===== config.mk =====
export PLATFORM = sky130hd
export DESIGN_NAME = cal_chain
export DESIGN_NICKNAME = d
export VERILOG_FILES = /design/src/rtl/cal_pkg.sv /design/src/rtl/cal_prescale.sv /design/src/rtl/cal_digit.sv /design/src/rtl/cal_hour.sv /design/src/rtl/cal_chain.sv
export SDC_FILE = /design/constraint.sdc
export NUM_CORES = 1
export LEC_CHECK = 0
export CORE_ASPECT_RATIO = 1.2
export CORE_MARGIN = 4
export CORE_UTILIZATION = 60
export DETAILED_ROUTE_END_ITERATION = 10
export PLACE_DENSITY = 0.81
export REMOVE_ABC_BUFFERS = 1
export SETUP_SLACK_MARGIN = 0.3
export SLEW_MARGIN = 10
export SYNTH_ARGS = -nofsm -noshare
export SYNTH_HDL_FRONTEND = slang
export SYNTH_HIERARCHICAL = 1
export SYNTH_SLANG_ARGS = --single-unit

===== constraint.sdc =====
create_clock -name clk -period 3 [get_ports clk]
set_input_delay 0.6 -clock clk [delete_from_list [all_inputs] [get_ports clk]]
set_output_delay 0.6 -clock clk [all_outputs]
set_load 0.01 [all_outputs]

===== src/rtl/cal_pkg.sv =====
package cal_pkg;

  typedef enum logic [3:0] {
    RA_CS    = 4'd0,
    RA_SEC   = 4'd1,
    RA_MIN   = 4'd2,
    RA_HOUR  = 4'd3,
    RA_DAY   = 4'd4,
    RA_MON   = 4'd5,
    RA_YEAR  = 4'd6,
    RA_LEAP  = 4'd7,
    RA_DOYLO = 4'd8,
    RA_DOYHI = 4'd9,
    RA_DOW   = 4'd10,
    RA_MODE  = 4'd11
  } cal_addr_e;

  // Last day of a month; leap0 is true in the leap year of the cycle.
  function automatic logic [7:0] month_last(input logic [7:0] mon, input logic leap0);
    logic [7:0] last;
    unique case (mon)
      8'd2:                      last = leap0 ? 8'd29 : 8'd28;
      8'd4, 8'd6, 8'd9, 8'd11:   last = 8'd30;
      default:                   last = 8'd31;
    endcase
    return last;
  endfunction

endpackage


===== src/rtl/cal_prescale.sv =====
module cal_prescale #(
  parameter int PRESCALE = 4
) (
  input  logic clk,
  input  logic rst_n,
  input  logic tick_i,
  input  logic clr_i,
  output logic step_o
);
  localparam int CW = (PRESCALE > 2) ? $clog2(PRESCALE) : 1;
  localparam logic [CW-1:0] LAST = CW'(PRESCALE - 1);

  logic [CW-1:0] cnt_q, cnt_nxt;
  logic          cnt_en;

  always_comb begin
    step_o  = tick_i && !clr_i && (cnt_q == LAST);
    cnt_en  = clr_i || tick_i;
    cnt_nxt = cnt_q;
    if (clr_i)       cnt_nxt = '0;
    else if (step_o) cnt_nxt = '0;
    else if (tick_i) cnt_nxt = cnt_q + 1'b1;
  end

  always_ff @(posedge clk or negedge rst_n) begin
    if (!rst_n)      cnt_q <= '0;
    else if (cnt_en) cnt_q <= cnt_nxt;
  end


  clr_step_chk: assert property (@(posedge clk) disable iff (!rst_n)
    clr_i |=> !step_o);

endmodule


===== src/rtl/cal_digit.sv =====
module cal_digit #(
  parameter int          W   = 8,
  parameter logic [W-1:0] RST = '0
) (
  input  logic         clk,
  input  logic         rst_n,
  input  logic [W-1:0] lo_i,
  input  logic [W-1:0] hi_i,
  input  logic         inc_i,
  input  logic         ld_i,
  input  logic [W-1:0] ld_val_i,
  output logic [W-1:0] q_o,
  output logic         top_o
);
  logic [W-1:0] q_q, q_nxt;
  logic         q_en;

  always_comb begin
    top_o = (q_q >= hi_i);
    q_en  = ld_i || inc_i;
    q_nxt = q_q;
    if (ld_i)       q_nxt = ld_val_i;
    else if (inc_i) q_nxt = top_o ? lo_i : q_q + 1'b1;
  end

  always_ff @(posedge clk or negedge rst_n) begin
    if (!rst_n)    q_q <= RST;
    else if (q_en) q_q <= q_nxt;
  end

  assign q_o = q_q;


  ld_wins_chk: assert property (@(posedge clk) disable iff (!rst_n)
    ld_i |=> q_o == $past(ld_val_i));


  wrap_lo_chk: assert property (@(posedge clk) disable iff (!rst_n)
    (inc_i && !ld_i && q_o >= hi_i) |=> q_o == $past(lo_i));

endmodule


===== src/rtl/cal_hour.sv =====
module cal_hour (
  input  logic       clk,
  input  logic       rst_n,
  input  logic       inc_i,
  input  logic       ld_hour_i,
  input  logic       ld_mode_i,
  input  logic [7:0] wdata_i,
  output logic [7:0] hour_o,
  output logic       h12_o,
  output logic       pm_o,
  output logic       day_inc_o
);
  logic [7:0] hour_q, hour_nxt;
  logic       h12_q, h12_nxt, pm_q, pm_nxt;
  logic       hour_en, mode_en, to_noon;

  always_comb begin
    to_noon   = h12_q && (hour_q == 8'd11);
    day_inc_o = inc_i && (h12_q ? (to_noon && pm_q) : (hour_q >= 8'd23));
    hour_en   = ld_hour_i || inc_i;
    mode_en   = ld_mode_i || (inc_i && to_noon);
    hour_nxt  = hour_q;
    if (ld_hour_i)  hour_nxt = wdata_i;
    else if (inc_i) begin
      if (h12_q) hour_nxt = (hour_q >= 8'd12) ? 8'd1 : hour_q + 8'd1;
      else       hour_nxt = (hour_q >= 8'd23) ? 8'd0 : hour_q + 8'd1;
    end
    h12_nxt = ld_mode_i ? wdata_i[0] : h12_q;
    pm_nxt  = ld_mode_i ? wdata_i[1] : ~pm_q;
  end

  always_ff @(posedge clk or negedge rst_n) begin
    if (!rst_n)       hour_q <= '0;
    else if (hour_en) hour_q <= hour_nxt;
  end

  always_ff @(posedge clk or negedge rst_n) begin
    if (!rst_n) begin
      h12_q <= 1'b0;
      pm_q  <= 1'b0;
    end else if (mode_en) begin
      h12_q <= h12_nxt;
      pm_q  <= pm_nxt;
    end
  end

  assign hour_o = hour_q;
  assign h12_o  = h12_q;
  assign pm_o   = pm_q;


  pm_flip_chk: assert property (@(posedge clk) disable iff (!rst_n)
    (inc_i && !ld_mode_i && !ld_hour_i && h12_o && hour_o == 8'd11) |=> (pm_o != $past(pm_o) && hour_o == 8'd12));


  hour24_wrap_chk: assert property (@(posedge clk) disable iff (!rst_n)
    (inc_i && !ld_mode_i && !ld_hour_i && !h12_o && hour_o == 8'd23) |=> hour_o == 8'd0);

endmodule


===== src/rtl/cal_chain.sv =====
module cal_chain #(
  parameter int PRESCALE = 4,
  parameter int AW       = 4,
  parameter int DW       = 8
) (
  input  logic          clk,
  input  logic          rst_n,
  input  logic          tick_i,
  input  logic          wr_en_i,
  input  logic [AW-1:0] addr_i,
  input  logic [DW-1:0] wdata_i,
  output logic [DW-1:0] rdata_o
);
  import cal_pkg::*;

  localparam int NBASE = 3;  // hundredths, seconds, minutes

  logic [1:0] rsync_q;
  logic       rst_int;

  always_ff @(posedge clk or negedge rst_n) begin
    if (!rst_n) rsync_q <= '0;
    else        rsync_q <= {rsync_q[0], 1'b1};
  end
  assign rst_int = rsync_q[1];

  logic step;
  cal_prescale #(.PRESCALE(PRESCALE)) u_pre (
    .clk(clk), .rst_n(rst_int), .tick_i(tick_i), .clr_i(wr_en_i), .step_o(step)
  );

  logic [DW-1:0] base_q [NBASE];
  logic [NBASE-1:0] base_top, base_inc;
  logic             hour_inc;

  always_comb begin
    logic acc;
    acc = step;
    for (int i = 0; i < NBASE; i++) begin
      base_inc[i] = acc;
      acc = acc && base_top[i];
    end
    hour_inc = acc;
  end

  for (genvar g = 0; g < NBASE; g++) begin : g_base
    localparam logic [DW-1:0] HI = (g == 0) ? DW'(99) : DW'(59);
    cal_digit #(.W(DW), .RST('0)) u_cnt (
      .clk(clk), .rst_n(rst_int), .lo_i('0), .hi_i(HI), .inc_i(base_inc[g]),
      .ld_i(wr_en_i && addr_i == AW'(g)), .ld_val_i(wdata_i),
      .q_o(base_q[g]), .top_o(base_top[g])
    );
  end

  logic [DW-1:0] hour_q;
  logic          h12, pm, day_inc;
  cal_hour u_hour (
    .clk(clk), .rst_n(rst_int), .inc_i(hour_inc),
    .ld_hour_i(wr_en_i && addr_i == AW'(RA_HOUR)),
    .ld_mode_i(wr_en_i && addr_i == AW'(RA_MODE)),
    .wdata_i(wdata_i), .hour_o(hour_q), .h12_o(h12), .pm_o(pm), .day_inc_o(day_inc)
  );

  logic [DW-1:0] day_q, mon_q, year_q, leap_q, dow_q, day_last;
  logic          day_top, mon_top, year_top, leap_top, dow_top;
  logic          mon_inc, year_inc;

  assign day_last = month_last(mon_q, leap_q == '0);
  assign mon_inc  = day_inc && day_top;
  assign year_inc = mon_inc && mon_top;

  cal_digit #(.W(DW), .RST(DW'(1))) u_day (
    .clk(clk), .rst_n(rst_int), .lo_i(DW'(1)), .hi_i(day_last), .inc_i(day_inc),
    .ld_i(wr_en_i && addr_i == AW'(RA_DAY)), .ld_val_i(wdata_i), .q_o(day_q), .top_o(day_top)
  );
  cal_digit #(.W(DW), .RST(DW'(1))) u_mon (
    .clk(clk), .rst_n(rst_int), .lo_i(DW'(1)), .hi_i(DW'(12)), .inc_i(mon_inc),
    .ld_i(wr_en_i && addr_i == AW'(RA_MON)), .ld_val_i(wdata_i), .q_o(mon_q), .top_o(mon_top)
  );
  cal_digit #(.W(DW), .RST('0)) u_year (
    .clk(clk), .rst_n(rst_int), .lo_i('0), .hi_i(DW'(99)), .inc_i(year_inc),
    .ld_i(wr_en_i && addr_i == AW'(RA_YEAR)), .ld_val_i(wdata_i), .q_o(year_q), .top_o(year_top)
  );
  cal_digit #(.W(DW), .RST('0)) u_leap (
    .clk(clk), .rst_n(rst_int), .lo_i('0), .hi_i(DW'(3)), .inc_i(year_inc),
    .ld_i(wr_en_i && addr_i == AW'(RA_LEAP)), .ld_val_i(wdata_i), .q_o(leap_q), .top_o(leap_top)
  );
  cal_digit #(.W(DW), .RST(DW'(1))) u_dow (
    .clk(clk), .rst_n(rst_int), .lo_i(DW'(1)), .hi_i(DW'(7)), .inc_i(day_inc),
    .ld_i(wr_en_i && addr_i == AW'(RA_DOW)), .ld_val_i(wdata_i), .q_o(dow_q), .top_o(dow_top)
  );

  logic [8:0] doy_q, doy_nxt;
  logic       doy_ld_lo, doy_ld_hi, doy_en;

  always_comb begin
    doy_ld_lo = wr_en_i && addr_i == AW'(RA_DOYLO);
    doy_ld_hi = wr_en_i && addr_i == AW'(RA_DOYHI);
    doy_en    = doy_ld_lo || doy_ld_hi || day_inc;
    doy_nxt   = doy_q;
    if (doy_ld_lo || doy_ld_hi) begin
      if (doy_ld_lo) doy_nxt[7:0] = wdata_i[7:0];
      if (doy_ld_hi) doy_nxt[8]   = wdata_i[0];
    end else if (day_inc) begin
      doy_nxt = year_inc ? 9'd1 : doy_q + 9'd1;
    end
  end

  always_ff @(posedge clk or negedge rst_int) begin
    if (!rst_int)    doy_q <= 9'd1;
    else if (doy_en) doy_q <= doy_nxt;
  end

  always_comb begin
    rdata_o = '0;
    unique case (addr_i)
      AW'(RA_CS):    rdata_o = base_q[0];
      AW'(RA_SEC):   rdata_o = base_q[1];
      AW'(RA_MIN):   rdata_o = base_q[2];
      AW'(RA_HOUR):  rdata_o = hour_q;
      AW'(RA_DAY):   rdata_o = day_q;
      AW'(RA_MON):   rdata_o = mon_q;
      AW'(RA_YEAR):  rdata_o = year_q;
      AW'(RA_LEAP):  rdata_o = leap_q;
      AW'(RA_DOYLO): rdata_o = doy_q[7:0];
      AW'(RA_DOYHI): rdata_o = DW'(doy_q[8]);
      AW'(RA_DOW):   rdata_o = dow_q;
      AW'(RA_MODE):  rdata_o = DW'({pm, h12});
      default:       rdata_o = '0;
    endcase
  end


  doy_newyear_chk: assert property (@(posedge clk) disable iff (!rst_int)
    (year_inc && !wr_en_i) |=> doy_q == 9'd1);


  day_limit_chk: assert property (@(posedge clk) disable iff (!rst_int)
    (day_inc && !wr_en_i && day_q == day_last) |=> (day_q == DW'(1) && mon_q != $past(mon_q)));

endmodule


Word level (Yosys, flattened, before mapping)
Cells that the tools add are included.
{"block": "word_totals", "output_inout_bits": 8, "input_bits": 16, "regBits": 87}
{"block": "classes", "n_reduce_logical": 64, "addsub": 11, "n_lt_le_gt_ge": 10, "eq_ne": 20, "bitwise": 1, "mux": 42}
{"op": "$mux 8", "n": 30}
{"op": "$pmux 8 s12", "n": 1}
{"op": "$add 8x1->8 const B", "n": 9}
{"op": "$mux 9", "n": 3}
{"op": "$eq 8x4->1 const B", "n": 3}
{"op": "$logic_and 1x1->1", "n": 23}
{"op": "$reduce_and 2->1", "n": 11}
{"op": "$reduce_bool 2->1", "n": 10}
{"op": "$eq 4x3->1 const B", "n": 4}
{"op": "$eq 4x4->1 const B", "n": 4}
{"op": "$eq 8x3->1 const B", "n": 2}
{"op": "$ge 8x4->1 const B", "n": 2}
{"op": "$ge 8x6->1 const B", "n": 2}
{"op": "$ge 8x7->1 const B", "n": 2}
{"op": "$logic_or 1x1->1", "n": 13}
{"op": "$add 9x1->9 const B", "n": 1}
{"op": "$eq 4x2->1 const B", "n": 2}
{"op": "$eq 8x2->1 const B", "n": 1}
{"op": "$ge 8x2->1 const B", "n": 1}
{"op": "$ge 8x3->1 const B", "n": 1}
{"op": "$ge 8x5->1", "n": 1}
{"op": "$ge 8x5->1 const B", "n": 1}
{"op": "$logic_not 8->1", "n": 1}
{"op": "$mux 2", "n": 3}
{"op": "other kinds (12)", "n": 17}

Logic depth before layout (Yosys ltp)
{"block": "logic_depth", "depth_word": 12, "depth_mapped": 18, "depth_no_buf": 15}

By module
Netlist, hierarchy kept.
{"module": "cal_digit at g_base[0].u_cnt ...", "seq_area_each_um2": 200.2, "area_each_um2": 855.8, "instances": 5, "cells_each": 100}
{"module": "cal_digit at u_day ...", "seq_area_each_um2": 201.4, "area_each_um2": 857.1, "instances": 3, "cells_each": 100}
{"module": "cal_chain", "seq_area_each_um2": 276.5, "area_each_um2": 1651.6, "instances": 1, "cells_each": 220}
{"module": "cal_hour", "seq_area_each_um2": 250.2, "area_each_um2": 646.9, "instances": 1, "cells_each": 75}
{"module": "cal_prescale", "seq_area_each_um2": 50.0, "area_each_um2": 107.6, "instances": 1, "cells_each": 10}

Least setup slack after synthesis
Ideal clock, no wire load.
{"block": "synth_timing", "kind": "reg2reg", "from": "reg g_base[0].u_cnt.q_q[7]", "to": "reg u_leap.q_q[6] (netlist: u_leap/q_o[6])", "path_stages_with_launch": 18, "path_slack_ns": -0.835, "path_buffers": 3, "synth_period_minus_slack_ns": 3.835, "setup_ns": 0.069, "required_ns": 2.931, "t_arrival_ns": 3.765, "cell_sequence": "dfrtp_1 > ha_1 > and2_4 > nand2_1 > a211o_1 > nand2_1 > and3_1 > and2_1 > and3b_1 > nand4_1 > o21ai_1 > and3_1 > clkbuf_1 > clkbuf_1 > nor2b_1 > clkbuf_1 > o2111ai_1 > nand3_1"}
{"block": "synth_between", "elab_chain_cells": 9, "word_cells_on_any_way": 10, "classes_between": "order compare (1); reduce/logical (9)"}
{"element": "from (decl)", "line": "cal_digit.sv:15", "source": "logic [W-1:0] q_q, q_nxt;"}
{"element": "from (signal assigned)", "line": "cal_digit.sv:28", "source": "else if (q_en) q_q <= q_nxt;"}
{"element": "$ge 8x7->1 *", "line": "cal_digit.sv:19", "source": "top_o = (q_q >= hi_i);"}
{"element": "named net base_top[0]", "line": "cal_chain.sv:33", "source": "logic [NBASE-1:0] base_top, base_inc;"}
{"element": "$logic_and 1x1->1 * (2 in a row)", "line": "cal_chain.sv:41", "source": "acc = acc && base_top[i];"}
{"element": "named net base_inc[2]", "line": "cal_chain.sv:33"}
{"element": "$logic_and 1x1->1 *", "line": "cal_chain.sv:41"}
{"element": "named net hour_inc", "line": "cal_chain.sv:34", "source": "logic hour_inc;"}
{"element": "$logic_and 1x1->1 *", "line": "cal_hour.sv:19", "source": "day_inc_o = inc_i && (h12_q ? (to_noon && pm_q) : (hour_q >= 8'd23));"}
{"element": "named net day_inc", "line": "cal_chain.sv:56", "source": "logic h12, pm, day_inc;"}
{"element": "$logic_and 1x1->1 *", "line": "cal_chain.sv:69", "source": "assign mon_inc = day_inc && day_top;"}
{"element": "$logic_and 1x1->1 *", "line": "cal_chain.sv:70", "source": "assign year_inc = mon_inc && mon_top;"}
{"element": "named net year_inc", "line": "cal_chain.sv:66", "source": "logic mon_inc, year_inc;"}
{"element": "$reduce_bool 2->1 (no source line) or $logic_or 1x1->1 (tied branches)"}
{"element": "$reduce_and 2->1 (no source line) *"}
{"element": "to (signal assigned)", "line": "cal_digit.sv:28"}
{"element": "to (decl)", "line": "cal_digit.sv:15"}
Mark *: on every way through the listed nets, which the timed path passes. The rest lies on a longest branch.
A chain may end at the register's enable or synchronous reset.

Worst setup path in the final report
{"block": "layout_timing", "from": "reg u_leap.q_q[7] (netlist: u_leap/q_o[7])", "to": "reg u_leap.q_q[0] (netlist: u_leap/q_o[0])"}
{"block": "layout_between", "elab_chain_cells": 8, "word_cells_on_any_way": 13, "classes_between": "order compare (2); mux (5); reduce/logical (6)"}
{"element": "$logic_not 8->1 *", "line": "cal_chain.sv:68", "source": "assign day_last = month_last(mon_q, leap_q == '0);"}
{"element": "$mux 1 *", "line": "cal_pkg.sv:22", "source": "8'd2: last = leap0 ? 8'd29 : 8'd28;"}
{"element": "$pmux 2 s2 *", "line": "cal_pkg.sv:21", "source": "unique case (mon)"}
{"element": "named net day_last[0]", "line": "cal_chain.sv:64", "source": "logic [DW-1:0] day_q, mon_q, year_q, leap_q, dow_q, day_last;"}
{"element": "$ge 8x5->1 *", "line": "cal_digit.sv:19"}
{"element": "named net day_top", "line": "cal_chain.sv:65", "source": "logic day_top, mon_top, year_top, leap_top, dow_top;"}
{"element": "$logic_and 1x1->1 *", "line": "cal_chain.sv:69"}
{"element": "$logic_and 1x1->1 *", "line": "cal_chain.sv:70"}
{"element": "$reduce_bool 2->1 (no source line) or $logic_or 1x1->1 (tied branches)"}
{"element": "$reduce_and 2->1 (no source line) *"}
Mark *: on every way through the listed nets, which the timed path passes. The rest lies on a longest branch. The select of a mux whose other input is x is not followed.

==> results_dict.tcl <==
set metrics [dict create \
    status "finished with violations" \
    violations "setup timing" \
    pwr_density_cell_mw_per_mm2 513 \
    cts-htree-levels 3 \
    r2r-start "u_leap/q_o[7]$_DFFE_PN0P_" \
    period_share_pct 116 \
    grt_pass1_wl_um 52400 \
    std_cell_rows 49 \
    dieWidth_um 121 \
    initial_utilization_pct 61.3 \
    cts_buffer_depth 2 \
    numCtsBuffers 9 \
    cp_max_fo 5 \
    clk_pin_slew_ns 0.07 \
    cp-end-kind "flop" \
    arrival_ns 3.73 \
    die_h_um 144 \
    n_antenna_cell 0 \
    slew_viol_final 0 \
    cts_tree "yes" \
    power_leakage_nw 5.92 \
    port_buffers 23 \
    grt_setup_unrepaired "true" \
    setup.worst_path.class "flop to flop" \
    grt_max_degree 81 \
    setup_slack_ns -0.491 \
    areaGrowthSynthToFinish_pct 39.4 \
    antenna_found_initial 1 \
    num_io_pins 24 \
    fin_worst_skew_ns 0.0124 \
    hpwl_um 21500 \
    drt_iter0_markers 2229 \
    die_area_mm2 0.0175 \
    seq_area_mm2 0.00219 \
    setup_viol 49 \
    netlist_area_mm2 0.00925 \
    track_usage_pct 37.7 \
    cts-root-buf "clkbuf_16" \
    hold_class "flop to async pin" \
    place_congestion 1.06 \
    drc_errors 0 \
    fill_cells 801 \
    clock_latency_ns 0.36 \
    relSlewSlack_pct 28.6 \
    multi_input_area_mm2 0.00753 \
    final_util_pct 85.4 \
    core_mm2 0.0151 \
    period_minus_slack_ns 3.49 \
    avgRoutedWirePerCell_um 23.8 \
    cts_num_sinks 87 \
    ys.warnings.count 6 \
    maxCapViolations 0 \
    setup_tns_ns -14.06 \
    firstDrtPassIters 7 \
    cts_hold_buffers 0 \
    vdd_ir_drop_max_uv 338 \
    antenna_left 0 \
    syn_inst 1102 \
    hold_viol 0 \
    max_freq_ghz 0.286 \
    viasPerCell 6.93 \
    r2r_slack_ns -0.49 \
    reg2reg_depth 15 \
    reg2reg_to "u_leap/q_o[0]$_DFFE_PN0P_" \
    vias 11400 \
    nets 1533 \
    worstMarginPinSlew_ns 1.07 \
    critPathLaunchType "flop" \
    postSynthAreaPerCell_um2 8.39 \
    cp-startpoint "u_leap/q_o[7]$_DFFE_PN0P_" \
    routed_wl_um 39300 \
    drive_gt1_share_pct 28.6 \
    grt_overflow 0 \
    worstPathRequired_ns 3.24 \
    first_global_vias 10000 \
]
-- per-layer routing --
metal,global-route usage [%],wire (µm)
met3,6.69,5250
met2,61.8,17000
met5,0,74
met1,46.4,13100
met4,22.6,3840
-- placed cells by master (no fill, tap or decap), drive strengths merged, types with 10 or more instances in the layout --
cell / count
a32oi: 10
o22ai: 13
nor4: 10
nand3: 71
nand2b: 12
clkbuf: 15
a221o: 10
a211o: 11
xor2: 17
nand4: 52
xnor2: 25
mux2i: 16
nor3b: 49
nor2: 30
and2: 13
nand2: 67
a221oi: 10
buf: 229
ha: 76
a211oi: 17
clkdlybuf4s50: 11
nand3b: 10
conb: 143
o211ai: 57
and3: 14
nor2b: 19
inv: 88
o21ai: 36
nor3: 24
a21oi: 80
dfrtp: 83
a22oi: 18
-- stage by stage --
stage	hold slack [ns]	instance area [µm²]	power (W)	std cells	setup slack [ns]
final	0.132	12900	0.00662	1650	-0.491
after detailed placement	0.128	11200	0.00455	1571	-0.456
after global placement	0.127	11200	0.00444	1571	-0.358
after CTS	0.135	12100	0.00608	1616	-0.226
after floorplan	0.304	9450	0.00340	1182	-1.91
after global routing	0.144	12900	0.00686	1650	-0.574
-- report_power, final --
part / internal [W] / switching [W]
sequential: 0.00144 / 0.000380
combinational: 0.00147 / 0.00192
clock: 0.000862 / 0.000545
total: 0.00377 / 0.00284
-- final cells by class --
cell class,count,area share (%)
flip-flops and latches,87,17.0
clock inverters,5,0.806
multi-input cells,1007,58.4
clock buffers,11,1.96
well taps,204,1.98
inverters,88,2.56
repair buffers,248,17.3
-- flip-flops by register name, indices dropped and copies added, names as in the netlist --
register / flops
doy_q: 9
g_base.u_cnt/q_o: 24
rsync_q: 2
u_day/q_o: 8
u_dow/q_o: 8
u_hour/h12_o: 1
u_hour/hour_o: 8
u_hour/pm_o: 1
u_leap/q_o: 8
u_mon/q_o: 8
u_pre/cnt_q: 2
u_year/q_o: 8
-- what timing repair did --
item                       CTS  global route
setup endpoints to repair   57            67
hold endpoints to repair     0             0
resized for setup          116           109
cloned                       3             3
pin swaps                   49            74
buffers inserted            26            31
-- worst max-delay path by stage --
stage	depth (start not counted)	slack [ns]	to
after detailed placement	13	-0.46	u_dow/q_o[7]$_DFFE_PN0P_
after CTS	17	-0.23	doy_q[5]$_DFFE_PN0P_
after floorplan	14	-1.91	u_leap/q_o[5]$_DFFE_PN0P_
final	15	-0.49	u_leap/q_o[0]$_DFFE_PN0P_
after global placement	8	-0.36	rdata_o[5]
after global routing	14	-0.57	doy_q[7]$_DFFE_PN0P_
-- critical path, stage by stage, from the launching register on --
cell	delay, ns
dfrtp_1	0.38
or4_4	0.57
o21ai_4	0.20
a211oi_2	0.08
o21ai_1	0.19
ha_1	0.33
o21ai_2	0.23
a211o_1	0.18
nand2_2	0.09
and3_4	0.21
buf_12	0.13
buf_16	0.13
buf_12	0.12
nand2_4	0.07
nor3_2	0.04
o41a_1	0.41
Note: power is estimated with default switching activity, not from simulation.
